### src/rtl/lutmx_pkg.sv
package lutmx_pkg;
  localparam int unsigned SEL_W  = 2;
  localparam int unsigned TAPS   = 1 << SEL_W;
  localparam int unsigned FUNC_W = 4;
  localparam int unsigned CFG_W  = 2 * SEL_W + 2 + FUNC_W + 1;

  // Field order is the register bit order, MSB first (bits 10..0).
  typedef struct packed {
    logic [SEL_W-1:0]  sel_a;      // first feedback tap select
    logic [SEL_W-1:0]  sel_b;      // second feedback tap select
    logic              a_from_tap; // 1: A from tap, 0: from data register
    logic              b_from_pin; // 1: B from pin, 0: from tap
    logic [FUNC_W-1:0] func;       // truth table, index {A,B}
    logic              comb_out;   // 1: bypass the output flip-flop
  } cell_cfg_t;
endpackage

### src/rtl/lutmx_rst_sync.sv
module lutmx_rst_sync (
  input  logic clk,
  input  logic rst_n,
  output logic rst_ok
);
  logic stage_q;
  logic hold_q;

  always_ff @(posedge clk or negedge rst_n) begin
    if (!rst_n) begin
      stage_q <= 1'b0;
      hold_q  <= 1'b0;
    end else begin
      stage_q <= 1'b1;
      hold_q  <= stage_q;
    end
  end

  assign rst_ok = hold_q;
endmodule

### src/rtl/lutmx_cfg_regs.sv
module lutmx_cfg_regs
  import lutmx_pkg::*;
#(
  parameter int unsigned NUM_ELEM = 16,
  parameter int unsigned DATA_W   = 32,
  parameter int unsigned ADDR_W   = 7
) (
  input  logic                     clk,
  input  logic                     rst_n,
  input  logic                     bus_wr,
  input  logic [ADDR_W-1:0]        bus_addr,
  input  logic [DATA_W-1:0]        bus_wdata,
  output logic [DATA_W-1:0]        bus_rdata,
  output cell_cfg_t [NUM_ELEM-1:0] cfg_q,
  output logic [NUM_ELEM-1:0]      din_q
);
  localparam int unsigned IDX_W  = ADDR_W - 2;
  localparam int unsigned USED_W = (NUM_ELEM > CFG_W) ? NUM_ELEM : CFG_W;

  logic [IDX_W-1:0]    word_idx;
  logic [NUM_ELEM-1:0] cfg_we;
  logic                din_we;
  cell_cfg_t           cfg_d;
  logic [NUM_ELEM-1:0] din_d;
  logic                unused_bits;

  assign word_idx    = bus_addr[ADDR_W-1:2];
  assign unused_bits = ^{bus_addr[1:0], bus_wdata[DATA_W-1:USED_W]};

  // Next-state values and enables
  always_comb begin
    cfg_d  = cell_cfg_t'(bus_wdata[CFG_W-1:0]);
    din_d  = bus_wdata[NUM_ELEM-1:0];
    din_we = bus_wr && (word_idx == IDX_W'(NUM_ELEM));
  end

  for (genvar n = 0; n < NUM_ELEM; n++) begin : g_cfg
    assign cfg_we[n] = bus_wr && (word_idx == IDX_W'(n));

    always_ff @(posedge clk or negedge rst_n) begin
      if (!rst_n) begin
        cfg_q[n] <= '0;
      end else if (cfg_we[n]) begin
        cfg_q[n] <= cfg_d;
      end
    end
  end

  always_ff @(posedge clk or negedge rst_n) begin
    if (!rst_n) begin
      din_q <= '0;
    end else if (din_we) begin
      din_q <= din_d;
    end
  end

  // Read decode
  always_comb begin
    bus_rdata = '0;
    for (int n = 0; n < NUM_ELEM; n++) begin
      if (word_idx == IDX_W'(n)) begin
        bus_rdata[CFG_W-1:0] = cfg_q[n];
      end
    end
    if (word_idx == IDX_W'(NUM_ELEM)) begin
      bus_rdata[NUM_ELEM-1:0] = din_q;
    end
  end
endmodule

### src/rtl/lutmx_cell.sv
module lutmx_cell
  import lutmx_pkg::*;
(
  input  logic            clk,
  input  logic            rst_n,
  input  cell_cfg_t       cfg,
  input  logic            din_bit,
  input  logic            pin_bit,
  input  logic [TAPS-1:0] taps,
  output logic            lut_o,
  output logic            ff_o,
  output logic            out_o
);
  logic tap_a;
  logic tap_b;
  logic in_a;
  logic in_b;
  logic lut_d;
  logic ff_q;

  always_comb begin
    tap_a = taps[cfg.sel_a];
    tap_b = taps[cfg.sel_b];
    in_a  = cfg.a_from_tap ? tap_a : din_bit;
    in_b  = cfg.b_from_pin ? pin_bit : tap_b;
    lut_d = cfg.func[{in_a, in_b}];
  end

  always_ff @(posedge clk or negedge rst_n) begin
    if (!rst_n) begin
      ff_q <= 1'b0;
    end else begin
      ff_q <= lut_d;
    end
  end

  assign lut_o = lut_d;
  assign ff_o  = ff_q;
  assign out_o = cfg.comb_out ? lut_d : ff_q;
endmodule

### src/rtl/lutmx_array.sv
module lutmx_array
  import lutmx_pkg::*;
#(
  parameter  int unsigned NUM_ELEM = 16,
  parameter  int unsigned DATA_W   = 32,
  localparam int unsigned ADDR_W   = $clog2((NUM_ELEM + 1) * 4)
) (
  input  logic                clk,
  input  logic                rst_n,
  input  logic                bus_wr,
  input  logic [ADDR_W-1:0]   bus_addr,
  input  logic [DATA_W-1:0]   bus_wdata,
  output logic [DATA_W-1:0]   bus_rdata,
  input  logic [NUM_ELEM-1:0] pin_in,
  output logic [NUM_ELEM-1:0] pin_out
);
  logic                     rst_ok;
  cell_cfg_t [NUM_ELEM-1:0] cfg_q;
  logic [NUM_ELEM-1:0]      din_q;
  logic [NUM_ELEM-1:0]      lut_vec;
  logic [NUM_ELEM-1:0]      ff_vec;

  lutmx_rst_sync u_rst (
    .clk    (clk),
    .rst_n  (rst_n),
    .rst_ok (rst_ok)
  );

  lutmx_cfg_regs #(
    .NUM_ELEM (NUM_ELEM),
    .DATA_W   (DATA_W),
    .ADDR_W   (ADDR_W)
  ) u_regs (
    .clk       (clk),
    .rst_n     (rst_ok),
    .bus_wr    (bus_wr),
    .bus_addr  (bus_addr),
    .bus_wdata (bus_wdata),
    .bus_rdata (bus_rdata),
    .cfg_q     (cfg_q),
    .din_q     (din_q)
  );

  for (genvar n = 0; n < NUM_ELEM; n++) begin : g_cell
    logic [TAPS-1:0] taps;

    for (genvar k = 0; k < TAPS; k++) begin : g_tap
      localparam int unsigned SRC = (n + k + 1) % NUM_ELEM;
      assign taps[k] = ff_vec[SRC];
    end

    lutmx_cell u_cell (
      .clk     (clk),
      .rst_n   (rst_ok),
      .cfg     (cfg_q[n]),
      .din_bit (din_q[n]),
      .pin_bit (pin_in[n]),
      .taps    (taps),
      .lut_o   (lut_vec[n]),
      .ff_o    (ff_vec[n]),
      .out_o   (pin_out[n])
    );
  end
endmodule

### config.mk
export PLATFORM = sky130hd
export DESIGN_NAME = lutmx_array
export DESIGN_NICKNAME = d
export VERILOG_FILES = /design/src/rtl/lutmx_pkg.sv /design/src/rtl/lutmx_rst_sync.sv /design/src/rtl/lutmx_cfg_regs.sv /design/src/rtl/lutmx_cell.sv /design/src/rtl/lutmx_array.sv
export SDC_FILE = /design/constraint.sdc
export NUM_CORES = 1
export LEC_CHECK = 0
export ABC_AREA = 1
export BUFFER_PORTS_ARGS = -buffer_cell sky130_fd_sc_hd__buf_2
export CAP_MARGIN = 20
export CORE_AREA = 2 2 196 198
export CTS_CLUSTER_DIAMETER = 40
export CTS_CLUSTER_SIZE = 16
export DETAILED_ROUTE_END_ITERATION = 6
export DIE_AREA = 0 0 198 200
export GPL_ROUTABILITY_DRIVEN = 0
export PLACE_DENSITY_LB_ADDON = 0.15
export SLEW_MARGIN = 0
export SYNTH_ARGS = -nofsm -noshare
export SYNTH_HDL_FRONTEND = slang
export SYNTH_SLANG_ARGS = --single-unit
### constraint.sdc
create_clock -name clk -period 6.53 [get_ports clk]
set_input_delay 0.3265 -clock clk [delete_from_list [all_inputs] [get_ports clk]]
set_output_delay 0.3265 -clock clk [all_outputs]
set_load 0.1 [all_outputs]
==> results of run 1 <==
final cells by class:
cell class	instances	area, sq um	area share [%]
inverter	144	541	4.11
tap	511	639	4.86
clock inverter	16	161	1.23
clock buffer	62	1260	9.55
multi-input combinational	1082	4900	37.2
sequential	210	5260	40.0
timing repair buffer	75	400	3.04
antenna	1	2.50	0.0190
metal layers:
metal	up-vias	share of wire [%]	track usage [%]
li1	5017	-	-
met2	226	47	34.4
met3	48	4.0	2.76
met5	-	0	0
met4	0	1.8	5.24
met1	4814	47	28.2
tightest hold or removal path, stage by stage:
cell and delay, ns:
buf_2 0.08, nor2_1 0.03, a21oi_1 0.10
cell families after synthesis:
logic type / count (synthesis) / share of synthesized area (%)
AOI/OAI and AO/OA: 397 / 19.0
other: 2 / 0.0675
DFF: 210 / 47.2
and+or+nand+nor: 668 / 24.4
buffers and inverters: 239 / 9.29
cells in the final DEF (no fill, tap or decap), types with 3 or more instances in the layout:
| master | n |
|---|---|
| nand2_1 | 471 |
| o21ai_0 | 277 |
| dfrtp_1 | 209 |
| inv_1 | 142 |
| nor2_1 | 107 |
| buf_2 | 71 |
| a21oi_1 | 56 |
| nand4_1 | 47 |
| clkbuf_16 | 42 |
| o211ai_1 | 24 |
| nand3_1 | 23 |
| conb_1 | 17 |
| clkbuf_8 | 13 |
| o21ai_1 | 12 |
| o32ai_1 | 11 |
| a31oi_1 | 8 |
| clkbuf_1 | 7 |
| clkinv_2 | 7 |
| nor2_2 | 6 |
| or2_2 | 5 |
| or2_1 | 3 |
| a211oi_1 | 3 |
| inv_6 | 3 |
worst paths after layout:
check / start / endpoint / slack (ns) / cells after the start
setup / recovery: bus_addr[4] / bus_rdata[1] / 2.69 / 15
setup reg to reg: u_rst.rst_ok / u_regs.cfg_q[148] / 4.60 / 1
min in group asynchronous: rst_n / u_rst.rst_ok / 0.10 / 2
hold reg to reg: u_rst.rst_ok / u_regs.cfg_q[77] / 0.30 / 0
max in group asynchronous: u_rst.rst_ok / u_regs.cfg_q[148] / 4.60 / 1
hold / removal: bus_wdata[11] / u_regs.din_q[11] / 0.05 / 3
per-stage QoR:
step                      power [mW]  cell area, sq um  hold WS, ns  worst slack [ns]  utilization (%)
after CTS                       5.64             13200       0.0275              2.76             35.2
final                           5.60             13200       0.0452              2.69             35.2
after floorplan                 3.08             11200       0.0309             0.245                -
after global routing            5.91             13200       0.0489              2.42             35.2
after detailed placement        3.48             11700        0.122              2.75             31.4
after global placement          3.46             11700        0.118              2.77             31.4
registers in the layout, summed over array words and instances, names as in the netlist:
register            flops
u_regs.cfg_q          176
g_cell.u_cell.ff_o     16
u_regs.din_q           16
u_rst.rst_ok            1
u_rst.stage_q           1
report_power, final:
group | switching, mW | internal (mW) | leakage (nW)
Sequential | 0.336 | 1.57 | 2.70
Clock | 0.734 | 1.41 | 0.700
Combinational | 1.18 | 0.371 | 2.73
Total | 2.25 | 3.35 | 6.13
==> results.yml, run 1 <==
outcome:
  status: "finished, final reports clean"
yosys:
  synth.top_cell.area_share_pct: 47.2
  ys_async_sr_fraction_pct: 100
  synth_area_per_cell_sq_um: 7.34
  synth_most_common_cell: "nand2_1"
  ys_top_cells_by_count: "471 x nand2_1, 277 x o21ai_0, 210 x dfrtp_1"
  yosys_warnings: 0
  synth_area_leaders: "dfrtp_1 47%, nand2_1 16%, o21ai_0 12%"
  synth_area_sq_um: 11100
  syn-instance-count: 1516
  ys_seq_elements: 210
  netlist-cell-type-count: 31
  synth_top_flop_cell: "dfrtp_1"
  synth_edf_count: 0
  synth_top_area_cell: "dfrtp_1"
  ys_seq_area_share_pct: 47.2
cts:
  clkLatencyLatePin_ns: 0.54
  cts_tree: "built"
  cts_buffers: 42
  clockRootBuffer: "clkbuf_16"
  cts_htree_levels: 2
  cts.hold.buffers_added: 1
  clock_sinks: 210
  clk_pin_slew_ns: 0.05
  clk_path_buf_depth: 3
  cts_resized: 0
  post_cts_buffers: 0
sta:
  worst_slew_pin_slew_ns: 1.38
  setup_viol: 0
  relSlewSlack_pct: 8.04
  setup_tns_ns: 0
  rsz0062_at_grt: "false"
  max_freq_ghz: 0.261
  fin_crit_ns: 3.84
  clock_skew_ns: 0.0116
  hold_violations: 0
  timing.final.crit_share_pct: 58.7
  slew_violations: 0
layout:
  fill_cells: 3977
  areaGrowthSynthToFinish_pct: 18.2
  instances_no_fill: 2101
  drive_gt1_share_pct: 10.3
  nets: 1613
global_route:
  overflow: 0
  antenna_found_initial: 0
  grt_max_degree: 172
  grt_util_all_layers_pct: 20.6
  grt_pass1_wl_microns: 60700
  grt_pass1_vias: 9680
critical_path:
  critPathMaxFanout: 24
  crit_type: "in2out"
  cp.required_ns: 6.20
  crit_path_frequent_cell: "nand2_1"
  cpLargestDelayFamily: "simple AND/OR/NAND/NOR gates"
  path_cells: "buf_2 > nor2_2 > inv_1 > nor2_2 > nand2_1 > nand3_1 > nor2_1 > nand4_1 > nand2_1 > nand4_1 > nand2_1 > nand4_1 > nand2_1 > nand2_1 > buf_2"
  critPathMaxStageDelay_ns: 0.74
  endpoint_kind: "output port"
  critPathLaunchType: "primary input"
  crit_slowest_cell: "nor2_2"
  arrival_ns: 3.51
  crit_buf_inv: 3
drt:
  avgViaCountPerCell: 4.81
  vias: 10105
  drt_drc_violations_left: 0
  wl_per_cell_microns: 18.9
  drtIter0Drc: 711
  dr.pass1.iters: 5
  ant_nets: 0
  wirelength_microns: 39700
floorplanning:
  die_area_sq_um: 39600
  ioPinCount: 106
  die_y_microns: 200
  coreArea_sq_um: 37400
  initial_utilization_pct: 29.8
  die-width_microns: 198
  rows: 71
placement:
  io_buffers: 71
  place_inst: 2021
  dp_hpwl_microns: 27400
power_and_ir_drop:
  peakVddDrop_mv: 0.161
  power_leakage_nw: 6.13
  power.density_nw_per_um2: 426
hold_path:
  min_path_type: "in2reg"
run:
  max-cap-violations: 0
(Power assumes the default switching activity.)
==> inputs of run 2 (changes only) <==
--- a/config.mk
+++ b/config.mk
@@ -5,14 +5,14 @@
 export SDC_FILE = /design/constraint.sdc
 export NUM_CORES = 1
 export LEC_CHECK = 0
-export ABC_AREA = 1
+export ABC_AREA = 0
 export BUFFER_PORTS_ARGS = -buffer_cell sky130_fd_sc_hd__buf_2
 export CAP_MARGIN = 20
-export CORE_AREA = 2 2 196 198
+export CORE_AREA = 2 2 203 205
 export CTS_CLUSTER_DIAMETER = 40
 export CTS_CLUSTER_SIZE = 16
 export DETAILED_ROUTE_END_ITERATION = 6
-export DIE_AREA = 0 0 198 200
+export DIE_AREA = 0 0 205 207
 export GPL_ROUTABILITY_DRIVEN = 0
 export PLACE_DENSITY_LB_ADDON = 0.15
 export SLEW_MARGIN = 0
==> constraint.sdc (replaced) <==
create_clock -name clk -period 3.5 [get_ports clk]
set_input_delay 0.175 -clock clk [delete_from_list [all_inputs] [get_ports clk]]
set_output_delay 0.175 -clock clk [all_outputs]
set_load 0.1 [all_outputs]
==> results.yml, run 2 <==
layout:
  final_cell_mix: "209 x dfrtp_1, 184 x mux2_2, 69 x buf_2"
  final_common_cell: "dfrtp_1"
  drive_gt1_share_pct: 45.8
  top_register: "u_regs.cfg_q"
  instances_no_fill: 1535
  areaGrowthSynthToFinish_pct: 18.8
  fill_cells: 4040
  nets: 1026
  largest_reg_flops: 176
yosys:
  synthXorXnorAreaFrac_pct: 0
  synth_most_common_cell: "dfrtp_1"
  synth_mux_area_share_pct: 33.7
  synth_top_family_by_area: "multiplexers"
  yosys_warnings: 0
  synth_top_area_cell: "dfrtp_1"
  synth_area_per_cell_sq_um: 13.2
  netlist-cell-type-count: 65
  synth_top_flop_cell: "dfrtp_1"
  ys_seq_area_share_pct: 44.2
  synth.top_cell.area_share_pct: 44.2
  ys_top_cells_by_count: "210 x dfrtp_1, 184 x mux2_2, 41 x mux2i_1"
  synth_edf_count: 0
  ys_seq_elements: 210
  syn-instance-count: 901
  synth_area_sq_um: 11900
  synth-compound-area-share_pct: 10.5
  synthSimpleGateAreaFrac_pct: 7.24
  synth_area_leaders: "dfrtp_1 44%, mux2_2 17%, mux4_1 3.5%"
  ys_async_sr_fraction_pct: 100
  synthAdderAreaFrac_pct: 0
global_route:
  grt_util_all_layers_pct: 18.9
  grt_pass1_wl_microns: 58600
  grt_pass1_vias: 8361
  overflow: 0
  grt_max_degree: 61
  antenna_found_initial: 4
cts:
  clk_pin_slew_ns: 0.05
  clk_path_buf_depth: 3
  cts_htree_levels: 2
  clkLatencyLatePin_ns: 0.53
  cts_buffers: 42
  cts_tree: "built"
  clockRootBuffer: "clkbuf_16"
  cts_resized: 0
  clock_sinks: 210
sta:
  worst_slew_pin_slew_ns: 0.799
  timing.final.crit_share_pct: 85.7
  clock_skew_ns: 0.0285
  fin_crit_ns: 3.00
  hold_violations: 0
  setup_viol: 0
  slew_violations: 0
  max_freq_ghz: 0.333
  relSlewSlack_pct: 46.7
  setup_tns_ns: 0
  rsz0062_at_grt: "false"
drt:
  dr.pass1.iters: 5
  drtIter0Drc: 567
  wirelength_microns: 39700
  vias: 8118
  avgViaCountPerCell: 5.29
  drt_drc_violations_left: 0
  ant_nets: 0
  wl_per_cell_microns: 25.8
power_and_ir_drop:
  power_leakage_nw: 6.12
  comb_power_share_pct: 30.8
  switching_share_pct: 37.7
  power_frac_seq_pct: 33.6
  pwr-share-clk_pct: 35.6
  p_switching_mw: 4.26
  internal_power_mw: 7.04
  peakVddDrop_mv: 0.553
  power.density_nw_per_um2: 799
placement:
  place_inst: 1449
  dp_hpwl_microns: 27400
  io_buffers: 71
floorplanning:
  die_area_sq_um: 42400
  ioPinCount: 106
  coreArea_sq_um: 40400
  rows: 74
  die_y_microns: 207
  die-width_microns: 205
  initial_utilization_pct: 29.5
critical_path:
  critPathLaunchType: "register"
  crit_type: "reg2out"
  reg2reg_depth: 4
  cp.required_ns: 3.32
  reg2reg_to: "g_cell[9].u_cell.ff_o"
  critPathMaxFanout: 9
  r2r-start: "g_cell[11].u_cell.ff_o"
  reg2reg_slack_ns: 1.64
  cp-startpoint: "g_cell[0].u_cell.ff_o"
  critPathCapture: "pin_out[12]"
  endpoint_kind: "output port"
  arrival_ns: 2.82
run:
  max-cap-violations: 0
outcome:
  status: "finished, final reports clean"
hold_path:
  worstHoldStart: "pin_in[0]"
  min_path_type: "in2reg"
-- run 2: cell type report --
class                      count  area (sq um)  share of cell area (%)
tap                          532           666                    4.71
clock inverter                25           263                    1.86
timing repair buffer          92           598                    4.23
clock buffer                  52          1150                    8.13
sequential                   210          5260                    37.2
inverter                       2          7.51                  0.0531
antenna                        2          5.00                  0.0354
multi-input combinational    620          6190                    43.8
-- run 2: cells by family (layout without fill, tap and decap cells) --
| group | Yosys count | in the layout |
|---|---|---|
| muxes | 300 | 300 |
| other | 2 | 19 |
| buffers and inverters | 86 | 171 |
| and+or+nand+nor | 148 | 148 |
| AOI/OAI and AO/OA | 155 | 155 |
| DFF | 210 | 210 |
-- run 2: per-stage QoR --
stage | cell area, sq um | utilization, % | power, mW | hold WS, ns | worst slack (ns)
finish | 14100 | 35.0 | 11.3 | 0.154 | 0.500
global route | 14100 | 35.0 | 11.8 | 0.166 | 0.372
CTS | 14100 | 35.0 | 11.4 | 0.132 | 0.447
detailed placement | 12700 | 31.3 | 7.35 | -0.0371 | 0.592
global placement | 12700 | 31.3 | 7.32 | -0.0395 | 0.559
floorplan | 12000 | - | 6.57 | -0.121 | 0.0432
-- run 2: worst min path at each step --
stage | end | slack (ns) | cells after the start
5_1_grt | g_cell[7].u_cell.ff_o | 0.17 | 4
4_1_cts | g_cell[0].u_cell.ff_o | 0.13 | 4
2_1_floorplan | u_rst.rst_ok | -0.12 | 0
3_3_place_gp | u_rst.stage_q | -0.04 | 1
3_5_place_dp | u_rst.stage_q | -0.04 | 1
6_report | g_cell[0].u_cell.ff_o | 0.15 | 4
-- run 2: power by group through the flow --
stage / Sequential [mW] / Combinational (mW) / Clock (mW)
3_5_place_dp: 3.85 / 3.51 / 0
3_3_place_gp: 3.84 / 3.48 / 0
2_1_floorplan: 3.44 / 3.13 / 0
5_1_grt: 3.89 / 3.68 / 4.22
4_1_cts: 3.81 / 3.52 / 4.10
6_report: 3.80 / 3.48 / 4.02
-- run 2: repair_timing --
| action | 4_1_cts | 5_1_grt |
|---|---|---|
| setup buffers | 0 | 0 |
| hold endpoints to repair | 7 | 0 |
| hold buffers | 7 | 0 |
-- run 2: worst max-delay path: stages (launching register included) --
cell     delay [ns]
dfrtp_1        0.57
mux4_2         0.58
mux2i_4        0.21
mux2i_1        0.26
a21oi_2        0.10
mux2_4         0.27
buf_2          0.29
-- run 2: per-layer routing --
metal / vias to the layer above / GRT usage [%] / share of wire (%)
met2: 260 / 28.4 / 45
li1: 3583 / - / -
met3: 71 / 3.90 / 5.4
met4: 6 / 5.04 / 2.4
met5: - / 0 / 0.10
met1: 4198 / 27.4 / 47
==> inputs of run 3 (changes only) <==
--- a/config.mk
+++ b/config.mk
@@ -6,13 +6,13 @@
 export NUM_CORES = 1
 export LEC_CHECK = 0
 export ABC_AREA = 0
-export BUFFER_PORTS_ARGS = -buffer_cell sky130_fd_sc_hd__buf_2
+export BUFFER_PORTS_ARGS = -buffer_cell sky130_fd_sc_hd__buf_4
 export CAP_MARGIN = 20
-export CORE_AREA = 2 2 203 205
+export CORE_AREA = 2 2 154 269
 export CTS_CLUSTER_DIAMETER = 40
 export CTS_CLUSTER_SIZE = 16
 export DETAILED_ROUTE_END_ITERATION = 6
-export DIE_AREA = 0 0 205 207
+export DIE_AREA = 0 0 156 271
 export GPL_ROUTABILITY_DRIVEN = 0
 export PLACE_DENSITY_LB_ADDON = 0.15
 export SLEW_MARGIN = 0
==> results.yml, run 3 (same netlist as run 2, synthesis figures left out) <==
outcome:
  status: "finished, final reports clean"
layout:
  areaGrowthSynthToFinish_pct: 15.6
  drive_gt1_share_pct: 44.4
  finalInstanceArea_sq_um: 13800
  largest_reg_flops: 176
  fill_cells: 3940
  top_register: "u_regs.cfg_q"
  final_common_cell: "dfrtp_1"
  num_antenna_cells: 0
  final_cell_mix: "209 x dfrtp_1, 184 x mux2_2, 79 x buf_4"
  nets: 1009
cts:
  clockRootBuffer: "clkbuf_16"
  post_cts_buffers: 0
  cts.hold.buffers_added: 7
  clock_sinks: 210
  cts_htree_levels: 1
  cts_tree: "built"
  clkLatencyLatePin_ns: 0.54
  clk_path_buf_depth: 3
  cts_buffers: 28
  clk_pin_slew_ns: 0.06
  cts_resized: 0
drt:
  wl_per_cell_microns: 28.2
  drt_drc_violations_left: 0
  ant_nets: 0
  avgViaCountPerCell: 5.57
  dr.pass1.iters: 7
  wirelength_microns: 41400
  drtIter0Drc: 587
  vias: 8170
hold_path:
  min_path_type: "in2reg"
  hold_depth: 4
  worstHoldStart: "pin_in[7]"
sta:
  timing.final.crit_share_pct: 86.5
  relSlewSlack_pct: 46.9
  fin_crit_ns: 3.03
  hold_violations: 0
  worst_slew_pin_slew_ns: 0.794
  whs_ns: 0.116
  clock_skew_ns: 0.00722
  setup_viol: 0
  slew_violations: 0
  rsz0062_at_grt: "false"
  setup_tns_ns: 0
  max_freq_ghz: 0.330
placement:
  io_buffers: 71
  dpl-instance-area_sq_um: 12700
  dp_hpwl_microns: 29500
global_route:
  overflow: 0
  grt_pass1_vias: 8605
  grt_pass1_wl_microns: 61300
  grt_max_degree: 79
  grt_util_all_layers_pct: 20.0
  antenna_found_initial: 2
run:
  max-cap-violations: 0
power_and_ir_drop:
  power_leakage_nw: 5.94
  power.density_nw_per_um2: 754
  peakVddDrop_mv: 0.408
critical_path:
  crit_type: "reg2out"
  arrival_ns: 2.85
  reg2reg_depth: 5
  r2r-start: "g_cell[13].u_cell.ff_o"
  reg2reg_slack_ns: 1.56
  critPathMaxFanout: 9
  endpoint_kind: "output port"
  cp.required_ns: 3.32
  critPathLaunchType: "register"
  cp-startpoint: "g_cell[13].u_cell.ff_o"
floorplanning:
  die_area_sq_um: 42300
  die-width_microns: 156
  die_y_microns: 271
  coreArea_sq_um: 39900
  initial_utilization_pct: 29.8
  rows: 97
  ioPinCount: 106
-- run 3: changes by cell type in the layout (fill, tap and decap cells not counted), moves of 2 or more --
cell        delta
buf_2         -69
buf_4         +68
clkbuf_16     -14
clkinv_2       -5
clkinvlp_4     -5
buf_12         -2
bufinv_16      -2
clkbuf_1       -2
clkinv_4       +2
diode_2        -2
-- run 3: through the flow --
stage	total power [mW]	std cells	utilization, %	setup WS [ns]
after floorplan	6.57	916	-	0.0432
after global placement	7.46	1409	31.9	0.745
after detailed placement	7.50	1409	31.9	0.741
after CTS	10.5	1468	34.5	0.437
after global routing	10.8	1468	34.5	0.398
final	10.4	1468	34.5	0.473
-- run 3: worst max-delay path, cell delays in order (launching register included) --
cell and delay, ns:
dfrtp_1 0.57, mux4_2 0.58, mux2i_4 0.26, nor2b_2 0.08
a211oi_2 0.22, a21oi_2 0.08, mux2_4 0.27, buf_4 0.23
-- run 3: cell type report --
type,instances,area [sq um],share of cell area (%)
Timing Repair Buffer,89,723,5.26
Tap cell,495,619,4.50
Multi-Input combinational cell,620,6190,45.0
Sequential cell,210,5260,38.2
Clock buffer,35,778,5.66
Inverter,2,7.51,0.0546
Clock inverter,17,183,1.33
-- run 3: final timing paths --
| path | end |
|---|---|
| setup / recovery | pin_out[10] |
| hold / removal | g_cell[7].u_cell.ff_o |
| setup reg to reg | g_cell[10].u_cell.ff_o |
| hold reg to reg | u_regs.cfg_q[110] |
| max in group asynchronous | u_regs.cfg_q[22] |
| min in group asynchronous | u_regs.cfg_q[110] |
-- run 3: power by group --
group	leakage [nW]	internal, mW	total [mW]	switching (mW)
Clock	0.460	1.75	2.94	1.20
Sequential	2.67	2.95	3.84	0.891
Combinational	2.80	1.53	3.59	2.06
-- run 3: metal layers --
layer  global-route usage (%)  wire, microns  up-vias
li1                         -              -     3526
met3                     1.97           1630       56
met5                        0              0        -
met4                     7.46           1520        0
met1                     23.0          15500     4343
met2                     37.6          22700      245
